File: config.mk
export PLATFORM = sky130hd
export DESIGN_NAME = vga_xreg_decoder
export DESIGN_NICKNAME = d
export VERILOG_FILES = /design/src/rtl/vxd_pkg.sv /design/src/rtl/vxd_port_decode.sv /design/src/rtl/vxd_crtc_file.sv /design/src/rtl/vxd_bank_map.sv /design/src/rtl/vga_xreg_decoder.sv
export SDC_FILE = /design/constraint.sdc
export NUM_CORES = 1
export LEC_CHECK = 0
export ABC_AREA = 1
export ABC_CLOCK_PERIOD_IN_PS = 2850
export CAP_MARGIN = 20
export CORE_ASPECT_RATIO = 0.5
export CORE_MARGIN = 2
export CORE_UTILIZATION = 62
export DETAILED_ROUTE_END_ITERATION = 8
export PLACE_DENSITY = 0.8
export SLEW_MARGIN = 5
export SYNTH_ARGS = -nofsm -noshare
export SYNTH_HDL_FRONTEND = slang
export SYNTH_SLANG_ARGS = --single-unit
File: constraint.sdc
create_clock -name clk -period 2.85 [get_ports clk]
set_clock_uncertainty 0.05 [all_clocks]
set_input_delay 0.285 -clock clk [delete_from_list [all_inputs] [get_ports clk]]
set_output_delay 0.285 -clock clk [all_outputs]
set_load 0.02 [all_outputs]
File: src/rtl/vxd_pkg.sv
package vxd_pkg;

  // Ports after mono/colour translation
  localparam logic [15:0] PORT_MISC_WR = 16'h03C2;
  localparam logic [15:0] PORT_MISC_RD = 16'h03CC;
  localparam logic [15:0] PORT_BANK    = 16'h03CD;
  localparam logic [15:0] PORT_CIDX    = 16'h03D4;
  localparam logic [15:0] PORT_CDAT    = 16'h03D5;
  localparam logic [15:0] GRP_MONO     = 16'h03B0;
  localparam logic [15:0] GRP_COLR     = 16'h03D0;
  localparam logic [15:0] ALIAS_FLIP   = 16'h0060;

  // CRTC register numbers with side effects
  localparam logic [7:0] CREG_OVFL    = 8'h07;
  localparam logic [7:0] CREG_QUIET_LO = 8'h0E;
  localparam logic [7:0] CREG_QUIET_HI = 8'h10;
  localparam logic [7:0] CREG_PROT    = 8'h11;
  localparam logic [7:0] CREG_BANKOVR = 8'h23;
  localparam int         PROT_BIT     = 7;
  localparam int         BANKOVR_BIT  = 7;
  localparam logic [7:0] OVFL_OPEN_MASK = 8'h10;

  typedef enum logic [1:0] {
    SEG_LARGE = 2'd0,
    SEG_SMALL = 2'd1,
    SEG_KEEP2 = 2'd2,
    SEG_KEEP3 = 2'd3
  } seg_mode_e;

  typedef struct packed {
    logic misc_wr;
    logic misc_rd;
    logic bank;
    logic cidx;
    logic cdat;
  } port_sel_t;

endpackage

File: src/rtl/vxd_port_decode.sv
module vxd_port_decode
  import vxd_pkg::*;
#(
  parameter int ADDR_W = 16
) (
  input  logic [ADDR_W-1:0] addr,
  input  logic              mono,
  output port_sel_t         sel
);

  logic              in_alias_grp;
  logic [ADDR_W-1:0] grp;
  logic [ADDR_W-1:0] eff;

  always_comb begin
    grp          = {addr[ADDR_W-1:4], 4'h0};
    in_alias_grp = (grp == ADDR_W'(GRP_MONO)) || (grp == ADDR_W'(GRP_COLR));
    eff          = (in_alias_grp && mono) ? (addr ^ ADDR_W'(ALIAS_FLIP)) : addr;
    sel.misc_wr  = (eff == ADDR_W'(PORT_MISC_WR));
    sel.misc_rd  = (eff == ADDR_W'(PORT_MISC_RD));
    sel.bank     = (eff == ADDR_W'(PORT_BANK));
    sel.cidx     = (eff == ADDR_W'(PORT_CIDX));
    sel.cdat     = (eff == ADDR_W'(PORT_CDAT));
  end

endmodule

File: src/rtl/vxd_crtc_file.sv
module vxd_crtc_file
  import vxd_pkg::*;
#(
  parameter int IDX_W  = 6,
  parameter int DATA_W = 8
) (
  input  logic              clk,
  input  logic              rst,
  input  logic              idx_we,
  input  logic              dat_we,
  input  logic [DATA_W-1:0] wdata,
  output logic [IDX_W-1:0]  idx_q,
  output logic [DATA_W-1:0] cur_q,
  output logic              prot,
  output logic              bank_ovr,
  output logic              tpulse
);

  localparam int DEPTH = 1 << IDX_W;

  logic [DATA_W-1:0] regs [DEPTH];
  logic [DATA_W-1:0] nxt_val;
  logic              low_locked;
  logic              is_ovfl;
  logic              accept;
  logic              quiet;
  logic              changed;

  always_comb begin
    cur_q      = regs[idx_q];
    prot       = regs[IDX_W'(CREG_PROT)][PROT_BIT];
    bank_ovr   = regs[IDX_W'(CREG_BANKOVR)][BANKOVR_BIT];
    low_locked = prot && (idx_q < IDX_W'(CREG_OVFL));
    is_ovfl    = (idx_q == IDX_W'(CREG_OVFL));
    if (prot && is_ovfl)
      nxt_val = (cur_q & ~DATA_W'(OVFL_OPEN_MASK)) | (wdata & DATA_W'(OVFL_OPEN_MASK));
    else
      nxt_val = wdata;
    accept  = dat_we && !low_locked;
    quiet   = (idx_q >= IDX_W'(CREG_QUIET_LO)) && (idx_q <= IDX_W'(CREG_QUIET_HI));
    changed = (nxt_val != cur_q);
  end

  always_ff @(posedge clk) begin
    if (rst) begin
      idx_q  <= '0;
      tpulse <= 1'b0;
      for (int i = 0; i < DEPTH; i++) regs[i] <= '0;
    end else begin
      tpulse <= accept && changed && !quiet;
      if (accept) regs[idx_q] <= nxt_val;
      if (idx_we) idx_q <= wdata[IDX_W-1:0];
    end
  end

endmodule

File: src/rtl/vxd_bank_map.sv
module vxd_bank_map
  import vxd_pkg::*;
#(
  parameter int SEL_W       = 3,
  parameter int BASE_W      = 20,
  parameter int SHIFT_LARGE = 17,
  parameter int SHIFT_SMALL = 16
) (
  input  logic              clk,
  input  logic              rst,
  input  logic              we,
  input  logic [7:0]        wdata,
  input  logic              hold,
  output logic [7:0]        bank_q,
  output logic [BASE_W-1:0] wr_base,
  output logic [BASE_W-1:0] rd_base
);

  localparam int NFIELD = 2;  // field 0 = write bank, field 1 = read bank

  seg_mode_e         mode;
  logic [BASE_W-1:0] base_q [NFIELD];

  assign mode = seg_mode_e'(wdata[7:6]);

  always_ff @(posedge clk) begin
    if (rst) bank_q <= '0;
    else if (we) bank_q <= wdata;
  end

  for (genvar f = 0; f < NFIELD; f++) begin : g_field
    logic [SEL_W-1:0] fsel;
    assign fsel = wdata[(f+1)*SEL_W-1 : f*SEL_W];

    always_ff @(posedge clk) begin
      if (rst) begin
        base_q[f] <= '0;
      end else if (we && !hold) begin
        case (mode)
          SEG_LARGE: base_q[f] <= BASE_W'(fsel) << SHIFT_LARGE;
          SEG_SMALL: base_q[f] <= BASE_W'(fsel) << SHIFT_SMALL;
          default:   base_q[f] <= base_q[f];
        endcase
      end
    end
  end

  assign wr_base = base_q[0];
  assign rd_base = base_q[1];

endmodule

File: src/rtl/vga_xreg_decoder.sv
module vga_xreg_decoder
  import vxd_pkg::*;
#(
  parameter int ADDR_W      = 16,
  parameter int CRTC_IDX_W  = 6,
  parameter int BANK_SEL_W  = 3,
  parameter int BASE_W      = 20,
  parameter int SHIFT_LARGE = 17,
  parameter int SHIFT_SMALL = 16
) (
  input  logic              clk,
  input  logic              rst,
  input  logic [ADDR_W-1:0] bus_addr,
  input  logic              bus_wr,
  input  logic              bus_rd,
  input  logic [7:0]        bus_wdata,
  input  logic              gfx_bank_lock,
  output logic [7:0]        bus_rdata,
  output logic [BASE_W-1:0] rd_bank_base,
  output logic [BASE_W-1:0] wr_bank_base,
  output logic              timing_pulse
);

  localparam logic [7:0] MISC_RESET = 8'h01;
  localparam logic [7:0] OPEN_BUS   = 8'hFF;

  port_sel_t             sel;
  logic [7:0]            misc_q;
  logic [7:0]            bank_q;
  logic [CRTC_IDX_W-1:0] crtc_idx;
  logic [7:0]            crtc_cur;
  logic                  crtc_prot;
  logic                  crtc_bank_ovr;
  logic                  bank_we;
  logic                  bank_hold;
  logic                  crtc_idx_we;
  logic                  crtc_dat_we;
  logic [7:0]            rd_mux;

  vxd_port_decode #(.ADDR_W(ADDR_W)) u_dec (
    .addr (bus_addr),
    .mono (~misc_q[0]),
    .sel  (sel)
  );

  assign bank_we     = bus_wr && sel.bank;
  assign crtc_idx_we = bus_wr && sel.cidx;
  assign crtc_dat_we = bus_wr && sel.cdat;
  assign bank_hold   = crtc_bank_ovr || gfx_bank_lock;

  vxd_crtc_file #(.IDX_W(CRTC_IDX_W), .DATA_W(8)) u_crtc (
    .clk      (clk),
    .rst      (rst),
    .idx_we   (crtc_idx_we),
    .dat_we   (crtc_dat_we),
    .wdata    (bus_wdata),
    .idx_q    (crtc_idx),
    .cur_q    (crtc_cur),
    .prot     (crtc_prot),
    .bank_ovr (crtc_bank_ovr),
    .tpulse   (timing_pulse)
  );

  vxd_bank_map #(
    .SEL_W(BANK_SEL_W), .BASE_W(BASE_W),
    .SHIFT_LARGE(SHIFT_LARGE), .SHIFT_SMALL(SHIFT_SMALL)
  ) u_bank (
    .clk     (clk),
    .rst     (rst),
    .we      (bank_we),
    .wdata   (bus_wdata),
    .hold    (bank_hold),
    .bank_q  (bank_q),
    .wr_base (wr_bank_base),
    .rd_base (rd_bank_base)
  );

  always_ff @(posedge clk) begin
    if (rst) misc_q <= MISC_RESET;
    else if (bus_wr && sel.misc_wr) misc_q <= bus_wdata;
  end

  always_comb begin
    rd_mux = OPEN_BUS;
    if (sel.misc_rd)   rd_mux = misc_q;
    else if (sel.bank) rd_mux = bank_q;
    else if (sel.cidx) rd_mux = 8'(crtc_idx);
    else if (sel.cdat) rd_mux = crtc_cur;
  end

  always_ff @(posedge clk) begin
    if (rst) bus_rdata <= OPEN_BUS;
    else if (bus_rd) bus_rdata <= rd_mux;
  end

endmodule

==> key figures <==
Run status
  – Status: finished, violations left
  – Failing checks: setup timing

Worst setup path
  – CP Cell Sequence: inv_8, buf_12, nand2_1, nand3_1, nand3_1, nand2_1, nand2_1, nand3_1, nand3_2, nand2_1, o21bai_4, buf_12, buf_12, nor2_1
  – Slowest-stage cell, CP: dfxtp_4
  – Worst Setup Start Kind: flop
  – CP Capture Type: flop
  – Worst Path Required: 3.13 ns
  – Crit Path Category: reg -> reg
  – CP delay by family, top: simple AND/OR/NAND/NOR gates
  – CP Data Arrival Time: 3.14 ns
  – Cell mode on critical path: nand2_1
  – Critical path buffers and inverters: 4
  – Slowest Stage Delay on Critical Path: 0.44 ns
  – Critical-path maximum fanout: 27

Global route
  – Initial antenna violation count: 0
  – First-pass GRT wire length: 109300 µm
  – GRT Resource Usage Total: 0.3309
  – Largest net degree at the start of global routing: 65
  – Vias in the first global route: 19890
  – Gr ovfl total: 0

Floorplanning
  – Die span in y: 148.1 µm
  – Row cnt: 52
  – Ports: 78
  – Chip width: 292.3 µm
  – Core area: 40730 µm²
  – Die area: 43300 µm²
  – Initial Util: 0.6326

Logic synthesis
  – YS warnings: 0
  – Sequential fraction of the synthesis area: 0.6348
  – Library cells used by synthesis: 29
  – Cell count after synthesis: 2779
  – Synth Cell Area: 25760 µm²
  – Post-synthesis register bit count: 557
  – Avg Inst Size Synth: 9.271 µm²

Timing
  – Fmax: 349.9 MHz
  – Final hold slack: 0.4099 ns
  – Final worst slack: -0.008315 ns
  – Final hold vios: 0
  – Worst Max-Slew Pin Slew: 0.6888 ns
  – Slew HR: 0.5391
  – Final worst-path cycle share: 1.003
  – Slew Viols, Final: 0
  – Min Clock Period, post-route: 2.858 ns
  – # setup viols final: 8

Pwr
  – Power per cell area: 546.7 nW/µm²
  – VDD IR max: 0.4912 mV
  – Lkg Pwr: 0.01202 µW

CTS
  – Clock slew at reported path FFs: 0.07 ns
  – Clock sinks: 557
  – Clock Latency Late Sink: 0.59 ns
  – CTS HTree Levels: 2
  – Clk root buf: clkbuf_16
  – CTS Buf Count: 48
  – Clk buf depth: 3
  – TritonCTS clock tree: done
  – CTS Hold Bufs: 0

Finish
  – Most frequent cells in the layout: 785 x nand2_1, 566 x nor2_1, 520 x edfxtp_1
  – Layout fillers: 2674
  – Layout cells sized above 1: 0.1075
  – # nets final: 2926
  – Final Cell Area: 30040 µm²
  – Util after Layout: 0.7374
  – Area growth syn-to-layout: 16.57%
  – Most common cell after layout, fill and taps aside: nand2_1

Detailed routing
  – Vias: 21250
  – Drt pass-1 iters: 8
  – DRC viols: 0
  – DRT iter0 DRCs: 3738
  – Wirelength per Cell: 21.08 µm
  – Via density: 6.123
  – Final wirelength: 73130 µm
  – Post-DRT Antenna Nets: 0

Placed design
  – Placed inst area: 28420 µm²
  – Detail Placement HPWL: 47060 µm
  – GPL Wtd Cong: 0.9555
  – PortBufs: 45

Job
  – Max Cap Violations: 0

Hold path
  – Worst hold path type: reg -> reg
  – Critical hold path startpoint: misc_q[7]
cell usage after synthesis:
library cell / count / area (µm²)
nand2_1: 786 / 2950
nor2_1: 566 / 2125
edfxtp_1: 520 / 15610
nand3_1: 481 / 2407
clkbuf_1: 103 / 386.6
inv_1: 46 / 172.7
buf_1: 42 / 157.7
buf_2: 42 / 210.2
dfxtp_1: 37 / 740.7
buf_4: 32 / 240.2
o21ai_0: 22 / 110.1
a21oi_1: 17 / 85.08
nand4_1: 17 / 106.4
a211oi_1: 14 / 105.1
nor3_1: 14 / 70.07
nand2_2: 8 / 50.05
o21ai_1: 5 / 25.02
o31ai_1: 5 / 37.54
o211ai_1: 4 / 30.03
clkinv_1: 3 / 11.26
nor3_2: 3 / 30.03
o21bai_1: 3 / 22.52
inv_2: 2 / 7.510
nor2_2: 2 / 12.51
conb_1: 1 / 3.750
nand4_2: 1 / 12.51
nor4_2: 1 / 12.51
nor4_4: 1 / 21.27
o22ai_1: 1 / 6.260
routing by layer:
layer	global-route usage	wire length [µm]	vias up
li1	-	-	9520
met1	0.4575	27040	9876
met2	0.5123	32620	1637
met3	0.09205	11170	215
met4	0.1123	2309	0
met5	0	0	-
per-stage QoR:
step	std cells	setup slack, ns	power [µW]	setup TNS [ns]
floorplan	2810	0.2252	9971	0
global placement	3380	-0.1215	10370	-12.97
detailed placement	3380	-0.1756	10400	-23.73
CTS	3462	0.001579	16340	0
global route	3469	-0.02008	16780	-0.09098
finish	3470	-0.008315	16420	-0.03703
report_power, final:
group          internal (µW)  switching, µW
sequential              9240            107
combinational            314            637
clock                   3230           2890
total                  12800           3640
worst min-delay path: stages, from the launching register on:
cell      delay (ns)
dfxtp_1         0.31
inv_1           0.05
a211oi_1        0.06
state kept, by name, indices dropped and copies added (netlist names), named ones only:
| name | count |
|---|---|
| u_crtc.idx_q | 6 |
| u_crtc.tpulse | 1 |
| u_crtc.regs | 512 |
| bus_rdata | 8 |
| u_bank.bank_q | 8 |
| misc_q | 8 |
| u_bank.base_q | 8 |
layout make-up:
class / count / area (µm²) / share of cell area
sequential: 557 / 16360 / 0.5448
clock buffer: 62 / 1275 / 0.04245
inverter: 51 / 201.4 / 0.006707
antenna: 1 / 2.502 / 0.00008332
clock inverter: 20 / 115.1 / 0.003833
timing repair buffer: 256 / 2920 / 0.09723
tap: 540 / 675.6 / 0.02250
multi-input combinational: 1983 / 8481 / 0.2824
worst paths after layout:
kind | to | slack (ns) | depth (start not counted)
setup / recovery | u_crtc.regs[40][7] | -0.008 | 14
hold / removal | misc_q[7] | 0.41 | 2
setup reg to reg | u_crtc.regs[40][7] | -0.008 | 14
hold reg to reg | misc_q[7] | 0.41 | 2
kinds of logic after synthesis:
family / share of synthesized area
AO/OA/AOI/OAI: 0.01637
buffers and inverters: 0.04604
flip-flops: 0.6348
other: 0.0001455
AND/OR/NAND/NOR: 0.3026
what timing repair did:
item                                    4_1_cts  5_1_grt
buffers inserted                              0        4
endpoints found under the hold margin         0        0
resized for setup                             0       13
endpoints found under the setup margin        0      350
Note: power is estimated with default switching activity, not from simulation.
